--- config.mk ---
export PLATFORM = sky130hd
export DESIGN_NAME = ctl_trigger_bank
export DESIGN_NICKNAME = d
export VERILOG_FILES = /design/src/rtl/ctl_trig_pkg.sv /design/src/rtl/ctl_pulse_timer.sv /design/src/rtl/ctl_err_request.sv /design/src/rtl/ctl_bus_decode.sv /design/src/rtl/ctl_trigger_bank.sv
export SDC_FILE = /design/constraint.sdc
export NUM_CORES = 1
export LEC_CHECK = 0
export ABC_AREA = 1
export BUFFER_PORTS_ARGS = -buffer_cell sky130_fd_sc_hd__buf_2
export CELL_PAD_IN_SITES_DETAIL_PLACEMENT = 2
export CELL_PAD_IN_SITES_GLOBAL_PLACEMENT = 2
export CORE_MARGIN = 10
export CORE_UTILIZATION = 28
export DETAILED_ROUTE_END_ITERATION = 8
export GPL_TIMING_DRIVEN = 0
export PLACE_DENSITY = 0.84
export SETUP_SLACK_MARGIN = 0.05
export SLEW_MARGIN = 20
export SYNTH_ARGS = -nofsm -noshare
export SYNTH_HDL_FRONTEND = slang
export SYNTH_HIERARCHICAL = 1
export SYNTH_SLANG_ARGS = --single-unit
--- constraint.sdc ---
create_clock -name clk -period 2.2 [get_ports clk]
set_input_delay 0.55 -clock clk [delete_from_list [all_inputs] [get_ports clk]]
set_output_delay 0.55 -clock clk [all_outputs]
set_load 0.02 [all_outputs]
--- src/rtl/ctl_trig_pkg.sv ---
package ctl_trig_pkg;
  localparam int DATA_W = 16;
  localparam int ADDR_W = 4;

  localparam logic [ADDR_W-1:0] ADDR_GLOBAL = 4'hD;
  localparam logic [ADDR_W-1:0] ADDR_BLOCK  = 4'hE;

  // global register bit positions
  localparam int GB_CHIP = 0;
  localparam int GB_PM   = 8;
  localparam int GB_ERR  = 9;

  // block register: lowest of three consecutive reset bits (framer, jitter, pattern)
  localparam int BB_LO   = 5;
  localparam int N_BLK   = 3;

  function automatic int cycles_for(input int width_ps, input int period_ps);
    return (width_ps + period_ps - 1) / period_ps;
  endfunction
endpackage

--- src/rtl/ctl_pulse_timer.sv ---
module ctl_pulse_timer #(
  parameter int CYCLES = 4
) (
  input  logic clk,
  input  logic rst_n,
  input  logic clr,
  input  logic load,
  output logic busy
);
  localparam int CW = $clog2(CYCLES + 1);
  logic [CW-1:0] cnt;

  always_ff @(posedge clk or negedge rst_n) begin
    if (!rst_n)              cnt <= '0;
    else if (clr)            cnt <= '0;
    else if (load)           cnt <= CW'(CYCLES);
    else if (cnt != '0)      cnt <= cnt - CW'(1);
  end

  assign busy = (cnt != '0);
endmodule

--- src/rtl/ctl_err_request.sv ---
module ctl_err_request (
  input  logic clk,
  input  logic rst_n,
  input  logic clr,
  input  logic req,
  input  logic ack,
  output logic pending,
  output logic strobe
);
  logic accept;
  assign accept = req && !pending;

  always_ff @(posedge clk or negedge rst_n) begin
    if (!rst_n) begin
      pending <= 1'b0;
      strobe  <= 1'b0;
    end else if (clr) begin
      pending <= 1'b0;
      strobe  <= 1'b0;
    end else begin
      strobe <= accept;
      if (accept)   pending <= 1'b1;
      else if (ack) pending <= 1'b0;
    end
  end
endmodule

--- src/rtl/ctl_bus_decode.sv ---
module ctl_bus_decode
  import ctl_trig_pkg::*;
(
  input  logic              clk,
  input  logic              rst_n,
  input  logic              cs,
  input  logic              we,
  input  logic [ADDR_W-1:0] addr,
  input  logic              lock,
  input  logic              st_chip,
  input  logic              st_pm,
  input  logic              st_err,
  input  logic [N_BLK-1:0]  st_blk,
  output logic              wr_global,
  output logic              wr_block,
  output logic [DATA_W-1:0] rdata
);
  logic              rd;
  logic [DATA_W-1:0] glob_view, blk_view, sel_view;

  assign wr_global = cs && we && !lock && (addr == ADDR_GLOBAL);
  assign wr_block  = cs && we && !lock && (addr == ADDR_BLOCK);
  assign rd        = cs && !we;

  always_comb begin
    glob_view          = '0;
    glob_view[GB_CHIP] = st_chip;
    glob_view[GB_PM]   = st_pm;
    glob_view[GB_ERR]  = st_err;
    blk_view           = '0;
    blk_view[BB_LO +: N_BLK] = st_blk;
    case (addr)
      ADDR_GLOBAL: sel_view = glob_view;
      ADDR_BLOCK:  sel_view = blk_view;
      default:     sel_view = '0;
    endcase
  end

  always_ff @(posedge clk or negedge rst_n) begin
    if (!rst_n) rdata <= '0;
    else        rdata <= rd ? sel_view : '0;
  end
endmodule

--- src/rtl/ctl_trigger_bank.sv ---
module ctl_trigger_bank
  import ctl_trig_pkg::*;
#(
  parameter int CLK_PERIOD_PS   = 4000,
  parameter int MIN_PULSE_PS    = 100000,
  parameter int BLK_RST_CYCLES  = 4,
  parameter int CHIP_RST_CYCLES = 4
) (
  input  logic        clk,
  input  logic        rst_n,
  input  logic        bus_cs,
  input  logic        bus_we,
  input  logic [3:0]  bus_addr,
  input  logic [15:0] bus_wdata,
  output logic [15:0] bus_rdata,
  input  logic        err_ins_ack,
  output logic        err_ins_strobe,
  output logic        pm_reset,
  output logic        chip_reset,
  output logic        pattern_gen_rst,
  output logic        jitter_rst,
  output logic        framer_rst
);
  localparam int PULSE_CYCLES = cycles_for(MIN_PULSE_PS, CLK_PERIOD_PS);

  logic             wr_global, wr_block;
  logic             chip_busy, chip_start, bank_clr;
  logic             pm_busy, err_pending;
  logic [N_BLK-1:0] blk_busy;

  ctl_bus_decode u_decode (
    .clk       (clk),
    .rst_n     (rst_n),
    .cs        (bus_cs),
    .we        (bus_we),
    .addr      (bus_addr),
    .lock      (chip_busy),
    .st_chip   (chip_busy),
    .st_pm     (pm_busy),
    .st_err    (err_pending),
    .st_blk    (blk_busy),
    .wr_global (wr_global),
    .wr_block  (wr_block),
    .rdata     (bus_rdata)
  );

  // chip-wide soft reset: its start and its whole duration clear the bank
  assign chip_start = wr_global && bus_wdata[GB_CHIP];
  assign bank_clr   = chip_start || chip_busy;

  ctl_pulse_timer #(.CYCLES(CHIP_RST_CYCLES)) u_chip_tmr (
    .clk   (clk),
    .rst_n (rst_n),
    .clr   (1'b0),
    .load  (chip_start),
    .busy  (chip_busy)
  );

  ctl_pulse_timer #(.CYCLES(PULSE_CYCLES)) u_pm_tmr (
    .clk   (clk),
    .rst_n (rst_n),
    .clr   (bank_clr),
    .load  (wr_global && bus_wdata[GB_PM]),
    .busy  (pm_busy)
  );

  ctl_err_request u_err (
    .clk     (clk),
    .rst_n   (rst_n),
    .clr     (bank_clr),
    .req     (wr_global && bus_wdata[GB_ERR]),
    .ack     (err_ins_ack),
    .pending (err_pending),
    .strobe  (err_ins_strobe)
  );

  for (genvar g = 0; g < N_BLK; g++) begin : g_blk
    ctl_pulse_timer #(.CYCLES(BLK_RST_CYCLES)) u_tmr (
      .clk   (clk),
      .rst_n (rst_n),
      .clr   (bank_clr),
      .load  (wr_block && bus_wdata[BB_LO + g]),
      .busy  (blk_busy[g])
    );
  end

  assign pm_reset        = pm_busy;
  assign chip_reset      = chip_busy;
  assign framer_rst      = blk_busy[0];
  assign jitter_rst      = blk_busy[1];
  assign pattern_gen_rst = blk_busy[2];
endmodule

### After elaboration in Yosys (flattened, before gate mapping)

Cells that the tools add are included.

* register bits: 35
* input bits: 25
* output and inout port bits: 22
* word-level logic and storage cells: 62

* add/subtract/negate cells: 5
* eq/ne operators: 2
* multiplexer cells: 20
* reduce and logical (&&, ||, !) cells: 27

Operator list (number)
* 3-bit two-way mux: 11
* 3-bit nonzero test: 9
* 10-bit one-hot mux with 2 select lines: 1
* 5-bit two-way mux: 3
* 1-bit logical AND: 12
* 3-bit by 1-bit subtractor with 3-bit output, second input constant: 4
* 10-bit two-way mux: 1
* 4-bit equality test, second input constant: 2
* 5-bit nonzero test: 1
* 5-bit by 1-bit subtractor with 5-bit output, second input constant: 1
* 1-bit two-way mux: 4
* 1-bit zero test: 3
* 2-bit nonzero test: 1
* 1-bit logical OR: 1

### Logic depth before layout (Yosys ltp)

Gate-level depths: netlist (run 1).

* depth in word-level cells: 8
* mapped depth: 13
* mapped depth without buffers: 13

### Hierarchy

The synthesis (run 1) kept the hierarchy.

By module, submodules not included
* ctl_pulse_timer at g_blk[0].u_tmr ...: instances 4, cells each 24, area an instance 197.7 um^2, seq. area each 75.1 um^2
* ctl_bus_decode: instances 1, cells each 42, area an instance 336.6 um^2, seq. area each 150.1 um^2
* ctl_pulse_timer at u_pm_tmr: instances 1, cells each 40, area an instance 296.5 um^2, seq. area each 125.1 um^2
* ctl_err_request: instances 1, cells each 8, area an instance 72.6 um^2, seq. area each 50.0 um^2
* ctl_trigger_bank: instances 1, cells each 15, area an instance 56.3 um^2, seq. area each 0.0 um^2

### Worst setup path after synthesis (run 1)

No wires, ideal clock.

* path kind: flip-flop to flip-flop
* from: reg u_chip_tmr.cnt[0]
* to: reg g_blk[0].u_tmr.cnt[2]
* library setup time: 71 ps
* data arrival time: 1795 ps
* required time: 2129 ps
* setup slack: 334 ps
* cell stages (with the launch flop): 13
* buffers on the path: 0
* clock period less this slack: 1866 ps
* path through: dfrtp_1 inv_1 ha_1 nand2_2 inv_1 nand3_2 nor2_1 nand2_1 nand2_1 nor2_2 nand2_2 nand2_1 nor2_1

* longest elaborated chain between the ends: 7
* elaborated cells on any way between the ends: 11
* classes of those cells: mux: 2; reduce/logical: 9

RTL lines
* start, declared: line ctl_pulse_timer.sv:11 `logic [CW-1:0] cnt;`
* start signal, assigned: line ctl_pulse_timer.sv:16 `else if (load) cnt <= CW'(CYCLES);`
* start signal, assigned: line ctl_pulse_timer.sv:17 `else if (cnt != '0) cnt <= cnt - CW'(1);`
* 3-bit nonzero test (*): line ctl_pulse_timer.sv:20 `assign busy = (cnt != '0);`
* named net chip_reset: line ctl_trigger_bank.sv:19 `output logic chip_reset,`
* 1-bit zero test (*): line ctl_bus_decode.sv:21 `assign wr_global = cs && we && !lock && (addr == ADDR_GLOBAL);`
* 1-bit logical AND (*) (2 in series): line ctl_bus_decode.sv:21
* named net wr_global: line ctl_trigger_bank.sv:26 `logic wr_global, wr_block;`
* 1-bit logical AND (*): line ctl_trigger_bank.sv:48 `assign chip_start = wr_global && bus_wdata[GB_CHIP];`
* 1-bit logical OR (*): line ctl_trigger_bank.sv:49 `assign bank_clr = chip_start || chip_busy;`
* named net bank_clr: line ctl_trigger_bank.sv:27 `logic chip_busy, chip_start, bank_clr;`
* 3-bit nonzero test (no line) or 3-bit two-way mux (tied branches)
* end signal, assigned: line ctl_pulse_timer.sv:16
* end signal, assigned: line ctl_pulse_timer.sv:17
* end, declared: line ctl_pulse_timer.sv:11

The timed path passes the listed nets; every way through them passes the cells marked *.
A chain may end at the register's enable or synchronous reset.

### Final worst setup path (run 1)

* from: reg u_pm_tmr.cnt[0]
* to: out pm_reset

* longest elaborated chain between the ends: 1

RTL lines
* start, declared: line ctl_pulse_timer.sv:11
* start signal, assigned: line ctl_pulse_timer.sv:16
* start signal, assigned: line ctl_pulse_timer.sv:17
* 5-bit nonzero test: line ctl_pulse_timer.sv:20
* end, declared: line ctl_trigger_bank.sv:18 `output logic pm_reset,`

No other way between the ends.

==> results of run 1 <==
## sequential cells by signal, indices dropped and copies added (netlist names)
signal and count:
u_chip_tmr/cnt 3, u_err/strobe 1, u_decode/rdata 6, g_blk.u_tmr/cnt 9, u_err/pending 1, u_pm_tmr/cnt 5
## layout by cell type (no fill, tap or decap)
cell	n
nand2_4	1
nor2_1	21
or2_2	1
inv_1	44
a21oi_1	7
nor2_4	2
buf_2	26
nand2_1	33
o21ai_2	8
ha_1	9
nand2_2	10
clkbuf_1	1
nand3b_1	4
dfrtp_1	25
conb_1	12
nand3_1	11
buf_4	10
nand3_2	2
nand4_1	2
clkbuf_8	3
nor2_2	10
## critical path, stage by stage, from the launching register on
cell and delay [ns]:
dfrtp_1 0.41, inv_1 0.10, ha_1 0.28, nand3_2 0.17
buf_2 0.20
## kinds of logic after synthesis
group           share of synthesized area, %
compound gates                          6.77
fa+ha+maj                               7.25
buf+inv                                 15.5
flops                                   40.3
other cells                            0.484
simple gates                            29.7
## path summary, 6_finish.rpt
path	startpoint	end	slack, ns	depth (start not counted)
worst max register to register	u_chip_tmr/cnt[0]	u_pm_tmr/cnt[3]	0.27	12
min in group clk	u_pm_tmr/cnt[4]	u_pm_tmr/cnt[4]	0.54	2
max in group asynchronous	rst_n	u_decode/rdata[6]	1.53	1
worst max-delay path	u_pm_tmr/cnt[0]	pm_reset	0.22	4
worst min-delay path	rst_n	u_pm_tmr/cnt[3]	0.27	1
worst min register to register	u_pm_tmr/cnt[4]	u_pm_tmr/cnt[4]	0.54	2
## final cells by class
| cell class | count | area share, % |
|---|---|---|
| multi-input cells | 133 | 39.8 |
| flip-flops and latches | 25 | 33.3 |
| inverters | 44 | 8.79 |
| repair buffers | 26 | 6.92 |
| well taps | 72 | 4.79 |
| plain buffers | 10 | 3.99 |
| clock buffers | 4 | 2.40 |
## repair_timing
| action | 4_1_cts | 5_1_grt |
|---|---|---|
| endpoints found under the setup margin | 15 | 13 |
| gates cloned | 0 | 1 |
| pin swaps | 0 | 1 |
| resized for setup | 2 | 3 |
## routing by layer
metal	vias up	share of wire, %	GRT usage, %
met5	-	0	0
met4	0	0.27	1.87
met3	2	4.5	2.38
met2	18	56	19.8
met1	685	39	11.3
li1	663	-	-
## power by group through the flow
stage / logic, mW / clock network, mW / registers (mW)
final: 1.47 / 0.283 / 0.646
after global routing: 1.70 / 0.307 / 0.663
after CTS: 1.48 / 0.296 / 0.650
after detailed placement: 1.45 / 0 / 0.660
after global placement: 1.35 / 0 / 0.647
after floorplan: 1.08 / 0 / 0.639
## per-stage QoR
stage | utilization (%) | setup slack (ns) | hold slack (ns) | instances
detailed placement | 33.3 | -0.0890 | 0.520 | 309
finish | 34.6 | 0.216 | 0.272 | 314
CTS | 34.3 | 0.106 | 0.299 | 313
global placement | 33.3 | 0.00701 | 0.484 | 309
global route | 34.6 | 0.0541 | 0.323 | 314
floorplan | - | 0.334 | 0.254 | 211
==> flow_summary.yaml, run 1 <==
route:
  post_drt_via_cell_ratio: 4.36
  antenna_left: 0
  wl_per_cell_microns: 14.3
  finalWirelength_microns: 4500
  drc: 0
  first_iter_violations: 43
  vias: 1368
  firstDrtPassIters: 3
sta:
  fmax_mhz: 504
  fin_setup_tns_ns: 0
  rsz0062_at_grt: "no"
  drv_slew: 0
  hold_viol: 0
  setup_viol: 0
  relSlewSlack_pct: 60.1
  fin_crit_ns: 1.98
  tightestPinTransition_ns: 0.598
  fin_crit_sh_pct: 90.2
  finClkSkew_ns: 0.00822
cells_and_area:
  syn_to_final_growth_pct: 21.0
  design_area_sq_mm: 0.00188
  multi_input_area_sq_um: 748
  fillers: 666
  ff_latch_area_sq_um: 626
  drive_above_1_share_pct: 30.2
  antenna_cells: 0
  nets: 277
power_and_ir_drop:
  power_frac_seq_pct: 26.9
  total_power_mw: 2.40
  internal_power_mw: 1.21
  p_leak_nw: 1.08
  ir_drop_mv: 0.435
  switching_power_mw: 1.19
  power.share.clock_pct: 11.8
  p_per_area_mw_per_mm2: 1280
  switching_share_pct: 49.6
  combPwrFrac_pct: 61.3
die:
  die-area_sq_mm: 0.00892
  dieHeight_microns: 94.5
  core-area_sq_mm: 0.00544
  die_w_microns: 94.5
  start_util_pct: 28.5
  row_count: 27
  ioPinCount: 47
place:
  port_buffers: 26
  place_area_sq_mm: 0.00181
  gp_congestion: 0.705
  hpwlAfterDp_microns: 3610
setup_path:
  critPathKind: "flop to output port"
  cp-end-kind: "output port"
  crit_path_start_kind: "flop"
  worstPathRequired_ns: 1.65
  arrival_ns: 1.43
  crit_path_max_fanout: 5
clock_tree:
  clk_pin_slew_worst_paths_ns: 0.10
  numCtsBuffers: 3
  clock_latency_ns: 0.27
  cts_setup_buffers: 0
  cts_tree: "yes"
  clock_sinks: 25
  h-tree-depth: 1
  clockRootBuffer: "clkbuf_8"
  clockBufferDepth: 2
  holdBufCountCts: 0
synth:
  ys_seq_elements: 25
  syn_area_sq_mm: 0.00155
  yosys_warnings: 6
  syn_area_per_cell_sq_um: 7.73
  ys_top_cells_by_count: "inv_1 (44), nand2_1 (35), dfrtp_1 (25), nor2_1 (22), nand3_1 (11)"
  synth_cell_type_count: 17
  synth_edf_count: 0
  yosys.area.top_type_share_pct: 40.3
  synth.top_cells.by_area: "dfrtp_1 (40%), inv_1 (11%), nand2_1 (8.5%), ha_1 (7.3%), nor2_1 (5.3%)"
  ys_async_sr_fraction_pct: 100
  synth_cells: 201
  ys.flop_type: "dfrtp_1"
  yosysMostFrequentCell: "inv_1"
  yosysSeqAreaShare_pct: 40.3
  yosysTopAreaCell: "dfrtp_1"
outcome:
  outcome: "finished, final reports clean"
global_routing:
  grt-ovfl-total: 0
  grt_pass1_vias: 1554
  grt_use_total_pct: 10.3
  grt_max_degree: 26
  grt_pass1_wl_microns: 7510
  antenna_found_initial: 0
run:
  max_cap_violations: 0
worst_hold_path:
  hold_class: "input pin to asynchronous set/reset pin"
No activity file was read; power rests on OpenSTA's default activity.
==> run 2, diff against run 1 <==
--- a/config.mk
+++ b/config.mk
@@ -6,7 +6,7 @@
 export NUM_CORES = 1
 export LEC_CHECK = 0
 export ABC_AREA = 1
-export BUFFER_PORTS_ARGS = -buffer_cell sky130_fd_sc_hd__buf_2
+export BUFFER_PORTS_ARGS = -buffer_cell sky130_fd_sc_hd__buf_4
 export CELL_PAD_IN_SITES_DETAIL_PLACEMENT = 2
 export CELL_PAD_IN_SITES_GLOBAL_PLACEMENT = 2
 export CORE_MARGIN = 10
==> run 2 against run 1 <==
  * Sequential share of layout area fell by 0.91 points
  * Cell area increased by 2.8%
  * Global-route usage fell by 0.78 points
  * Critical endpoint unchanged
==> flow_summary.yaml, run 2 (synthesis results as in run 1) <==
global_routing:
  antenna_found_initial: 0
  grt-ovfl-total: 0
  grt_max_degree: 26
  grt_use_total_pct: 9.54
  grt_pass1_wl_microns: 6860
  grt_pass1_vias: 1482
cells_and_area:
  antenna_cells: 0
  largest_reg_flops: 9
  fillers: 644
  final_cells: 313
  ff_latch_area_sq_um: 626
  final_common_cell: "inv_1"
  syn_to_final_growth_pct: 24.4
  top_register: "g_blk.u_tmr/cnt"
  top_regs: "g_blk.u_tmr/cnt x9, u_decode/rdata x6, u_pm_tmr/cnt x5"
  multi_input_area_sq_um: 734
  final_cell_mix: "inv_1 (44), buf_4 (36), nand2_1 (34)"
  nets: 276
  drive_above_1_share_pct: 29.9
setup_path:
  crit_path_start_kind: "flop"
  arrival_ns: 1.42
  cp-end-kind: "output port"
  critPathKind: "flop to output port"
  crit_path_max_fanout: 5
  worstPathRequired_ns: 1.65
sta:
  drv_slew: 0
  fin_setup_tns_ns: 0
  rsz0062_at_grt: "no"
  finClkSkew_ns: 0.00256
  fin_crit_sh_pct: 89.7
  fmax_mhz: 507
  fin_crit_ns: 1.97
  hold_viol: 0
  setup_viol: 0
  timing.hold.ws_ns: 0.175
  final.setup.worst_slack_ns: 0.226
route:
  antenna_left: 0
  drc: 0
  wl_per_cell_microns: 13.0
  vias: 1318
  firstDrtPassIters: 4
  first_iter_violations: 26
  finalWirelength_microns: 4070
  post_drt_via_cell_ratio: 4.21
clock_tree:
  postCtsResizedCells: 1
  h-tree-depth: 1
  cts_tree: "yes"
  clockBufferDepth: 2
  clk_pin_slew_worst_paths_ns: 0.09
  holdBufCountCts: 0
  clock_sinks: 25
  clock_latency_ns: 0.27
  cts_setup_buffers: 0
  clockRootBuffer: "clkbuf_8"
  numCtsBuffers: 3
place:
  hpwlAfterDp_microns: 3370
  dp.cells: 309
  gp_congestion: 0.759
  pre_cts_ws_ns: -0.0543
  port_buffers: 26
power_and_ir_drop:
  ir_drop_mv: 0.489
  p_per_area_mw_per_mm2: 1230
  total_power_mw: 2.37
  p_leak_nw: 1.10
run:
  max_cap_violations: 0
die:
  row_count: 27
  ioPinCount: 47
  dieHeight_microns: 94.5
  start_util_pct: 28.5
  die_w_microns: 94.5
  core-area_sq_mm: 0.00544
  die-area_sq_mm: 0.00892
worst_hold_path:
  hold_class: "input pin to asynchronous set/reset pin"
outcome:
  outcome: "finished, final reports clean"
-- run 2: metrics by stage --
stage / util [%] / area, sq um
after floorplan: - / 1590
after global placement: 34.5 / 1880
after detailed placement: 34.5 / 1880
after CTS: 35.4 / 1920
after global routing: 35.5 / 1930
final: 35.5 / 1930
-- run 2: final cells by class --
class / instances / area share [%]
multi-input combinational: 132 / 38.0
sequential: 25 / 32.4
timing repair buffer: 26 / 10.1
inverter: 44 / 8.55
tap: 72 / 4.66
buffer: 10 / 3.89
clock buffer: 3 / 2.14
clock inverter: 1 / 0.259
-- run 2: critical path, cell delays in order (launching register included) --
cell	delay [ns]
dfrtp_1	0.40
inv_1	0.10
ha_1	0.28
nand3_2	0.17
buf_4	0.19
-- run 2: power breakdown --
group	total (mW)	switching [mW]	internal, mW
clock	0.279	0.153	0.127
combinational	1.45	0.908	0.541
sequential	0.640	0.0604	0.580
-- run 2: path summary, 6_finish.rpt --
kind                       depth (start not counted)              start               endpoint  slack [ns]
hold reg to reg                                    2    u_pm_tmr/cnt[0]        u_pm_tmr/cnt[0]        0.52
setup / recovery                                   4    u_pm_tmr/cnt[0]               pm_reset        0.23
min in group clk                                   2    u_pm_tmr/cnt[0]        u_pm_tmr/cnt[0]        0.52
max in group asynchronous                          1              rst_n  g_blk[0].u_tmr/cnt[0]        1.76
hold / removal                                     1              rst_n        u_pm_tmr/cnt[1]        0.18
setup reg to reg                                  12  u_chip_tmr/cnt[0]  g_blk[1].u_tmr/cnt[2]        0.30
-- run 2: metal layers --
| metal | global-route usage, % | wire (microns) | up-vias |
|---|---|---|---|
| met5 | 0 | 0 | - |
| met4 | 2.62 | 19 | 0 |
| met2 | 17.3 | 2180 | 20 |
| met1 | 10.4 | 1680 | 635 |
| li1 | - | - | 661 |
| met3 | 3.09 | 193 | 2 |
==> run 3, diff against run 2 <==
--- a/config.mk
+++ b/config.mk
@@ -10,10 +10,11 @@
 export CELL_PAD_IN_SITES_DETAIL_PLACEMENT = 2
 export CELL_PAD_IN_SITES_GLOBAL_PLACEMENT = 2
 export CORE_MARGIN = 10
-export CORE_UTILIZATION = 28
+export CORE_UTILIZATION = 29
+export CTS_BUF_LIST = sky130_fd_sc_hd__clkbuf_8
 export DETAILED_ROUTE_END_ITERATION = 8
 export GPL_TIMING_DRIVEN = 0
-export PLACE_DENSITY = 0.84
+export PLACE_DENSITY = 0.87
 export SETUP_SLACK_MARGIN = 0.05
 export SLEW_MARGIN = 20
 export SYNTH_ARGS = -nofsm -noshare
==> run 3 against run 2 <==
  * Register-to-register slack lost 0.09 ns
  * Hold slack lost 0.0024 ns
  * Count of clock-buffer cells in the layout unchanged
  * First-iteration DRC count increased by 35%
  * Worst setup slack got worse by 0.023 ns
  * Wire length up 9.7%
  * Global-route usage is 0.93 points higher
  * Via count rose by 0.91%
  * Sequential power grew 0.8%
  * Largest cell class unchanged
  * Largest power group unchanged
==> flow_summary.yaml, run 3 (synthesis results as in run 1) <==
clock_tree:
  clock_latency_ns: 0.27
  numCtsBuffers: 3
  clock_sinks: 25
  h-tree-depth: 1
  holdBufCountCts: 0
  cts_tree: "yes"
  clockBufferDepth: 2
  clockRootBuffer: "clkbuf_8"
  clk_pin_slew_worst_paths_ns: 0.09
cells_and_area:
  top_register: "g_blk.u_tmr/cnt"
  final_util_pct: 38.1
  drive_above_1_share_pct: 31.0
  antenna_cells: 0
  final_cell_mix: "inv_1 (45), buf_4 (39), nand2_1 (33)"
  top_regs: "g_blk.u_tmr/cnt x9, u_decode/rdata x6, u_pm_tmr/cnt x5"
  largest_reg_flops: 9
  nets: 280
  final_common_cell: "inv_1"
  design_area_sq_mm: 0.00196
  syn_to_final_growth_pct: 26.2
outcome:
  outcome: "finished, final reports clean"
sta:
  fmax_mhz: 501
  finClkSkew_ns: 0.00353
  drv_slew: 0
  fin_crit_ns: 2.00
  fin_crit_sh_pct: 90.8
  rsz0062_at_grt: "no"
  setup_viol: 0
  timing.hold.ws_ns: 0.173
  hold_viol: 0
setup_path:
  crit_path_max_fanout: 5
  worstPathRequired_ns: 1.65
  arrival_ns: 1.45
  reg2reg_slack_ns: 0.21
  cp_num_buf_inv: 2
  rr_worst_depth: 12
  path_cells: "inv_1, ha_1, nand3_2, buf_4"
  critPathTopFamily: "flip-flops"
  rr_endpoint: "g_blk[1].u_tmr/cnt[2]"
  cp.depth: 4
  crit_path_start_kind: "flop"
  rr_startpoint: "u_chip_tmr/cnt[0]"
  critPathKind: "flop to output port"
  crit_slowest_cell: "dfrtp_1"
  cp-end-kind: "output port"
  max_stage_delay_ns: 0.41
route:
  first_iter_violations: 35
  post_drt_via_cell_ratio: 4.22
  firstDrtPassIters: 4
  antenna_left: 0
  wl_per_cell_microns: 14.2
  drc: 0
  vias: 1330
  finalWirelength_microns: 4460
die:
  ioPinCount: 47
  core-area_sq_mm: 0.00514
  die-area_sq_mm: 0.00868
  die_w_microns: 93.2
  start_util_pct: 30.2
  dieHeight_microns: 93.2
  row_count: 26
global_routing:
  grt_pass1_vias: 1496
  grt_pass1_wl_microns: 7470
  grt_use_total_pct: 10.5
  grt_max_degree: 26
  grt-ovfl-total: 0
  antenna_found_initial: 0
place:
  place_area_sq_mm: 0.00187
  gp_congestion: 0.771
  port_buffers: 26
  hpwlAfterDp_microns: 3430
power_and_ir_drop:
  ir_drop_mv: 0.422
  p_per_area_mw_per_mm2: 1280
  p_leak_nw: 1.12
worst_hold_path:
  hold_class: "input pin to asynchronous set/reset pin"
run:
  max_cap_violations: 0
run 3: cell count changes in the layout (fill, tap and decap cells not counted), sizes merged:
cell    delta
buf        +3
clkinv     -1
inv        +1
nand2      +1
run 3: worst max-delay path by stage:
stage	from	end	slack (ns)
5_1_grt	u_chip_tmr/cnt[0]	g_blk[1].u_tmr/cnt[2]	0.02
3_5_place_dp	u_chip_tmr/cnt[0]	g_blk[1].u_tmr/cnt[2]	-0.16
3_3_place_gp	u_chip_tmr/cnt[0]	g_blk[2].u_tmr/cnt[2]	-0.01
6_report	u_pm_tmr/cnt[0]	pm_reset	0.20
2_1_floorplan	u_chip_tmr/cnt[0]	g_blk[0].u_tmr/cnt[2]	0.33
4_1_cts	u_chip_tmr/cnt[0]	u_pm_tmr/cnt[3]	0.11
run 3: what timing repair did:
action / CTS / global route
setup buffers: 0 / 3
cloned: 0 / 1
pin swaps: 0 / 1
endpoints found under the setup margin: 15 / 13
gates resized for setup: 2 / 2
run 3: power by group:
| part | internal (mW) | switching (mW) |
|---|---|---|
| clock | 0.125 | 0.152 |
| combinational | 0.593 | 0.988 |
| sequential | 0.580 | 0.0649 |
| total | 1.30 | 1.20 |
run 3: metrics by stage:
step	setup WS, ns	TNS [ns]	power, mW	instances
5_1_grt	0.0214	0	2.77	315
4_1_cts	0.114	0	2.46	311
6_report	0.203	0	2.50	315
3_3_place_gp	-0.0103	-0.0151	2.04	307
2_1_floorplan	0.334	0	1.72	211
3_5_place_dp	-0.160	-1.20	2.14	307
run 3: layout make-up:
| type | count | area (sq um) |
|---|---|---|
| well taps | 70 | 87.6 |
| repair buffers | 29 | 218 |
| clock buffers | 3 | 41.3 |
| flip-flops and latches | 25 | 626 |
| multi-input cells | 133 | 743 |
| inverters | 44 | 165 |
| plain buffers | 10 | 75.1 |
| clock inverters | 1 | 3.75 |
| fillers | 670 | 3180 |
run 3: per-layer routing:
metal  part of all wire [%]  up-vias  track usage, %
met4                   0.56        0            2.31
li1                       -      668               -
met5                      0        -               0
met1                     45      641            12.8
met2                     52       17            18.8
met3                    2.3        4            1.60
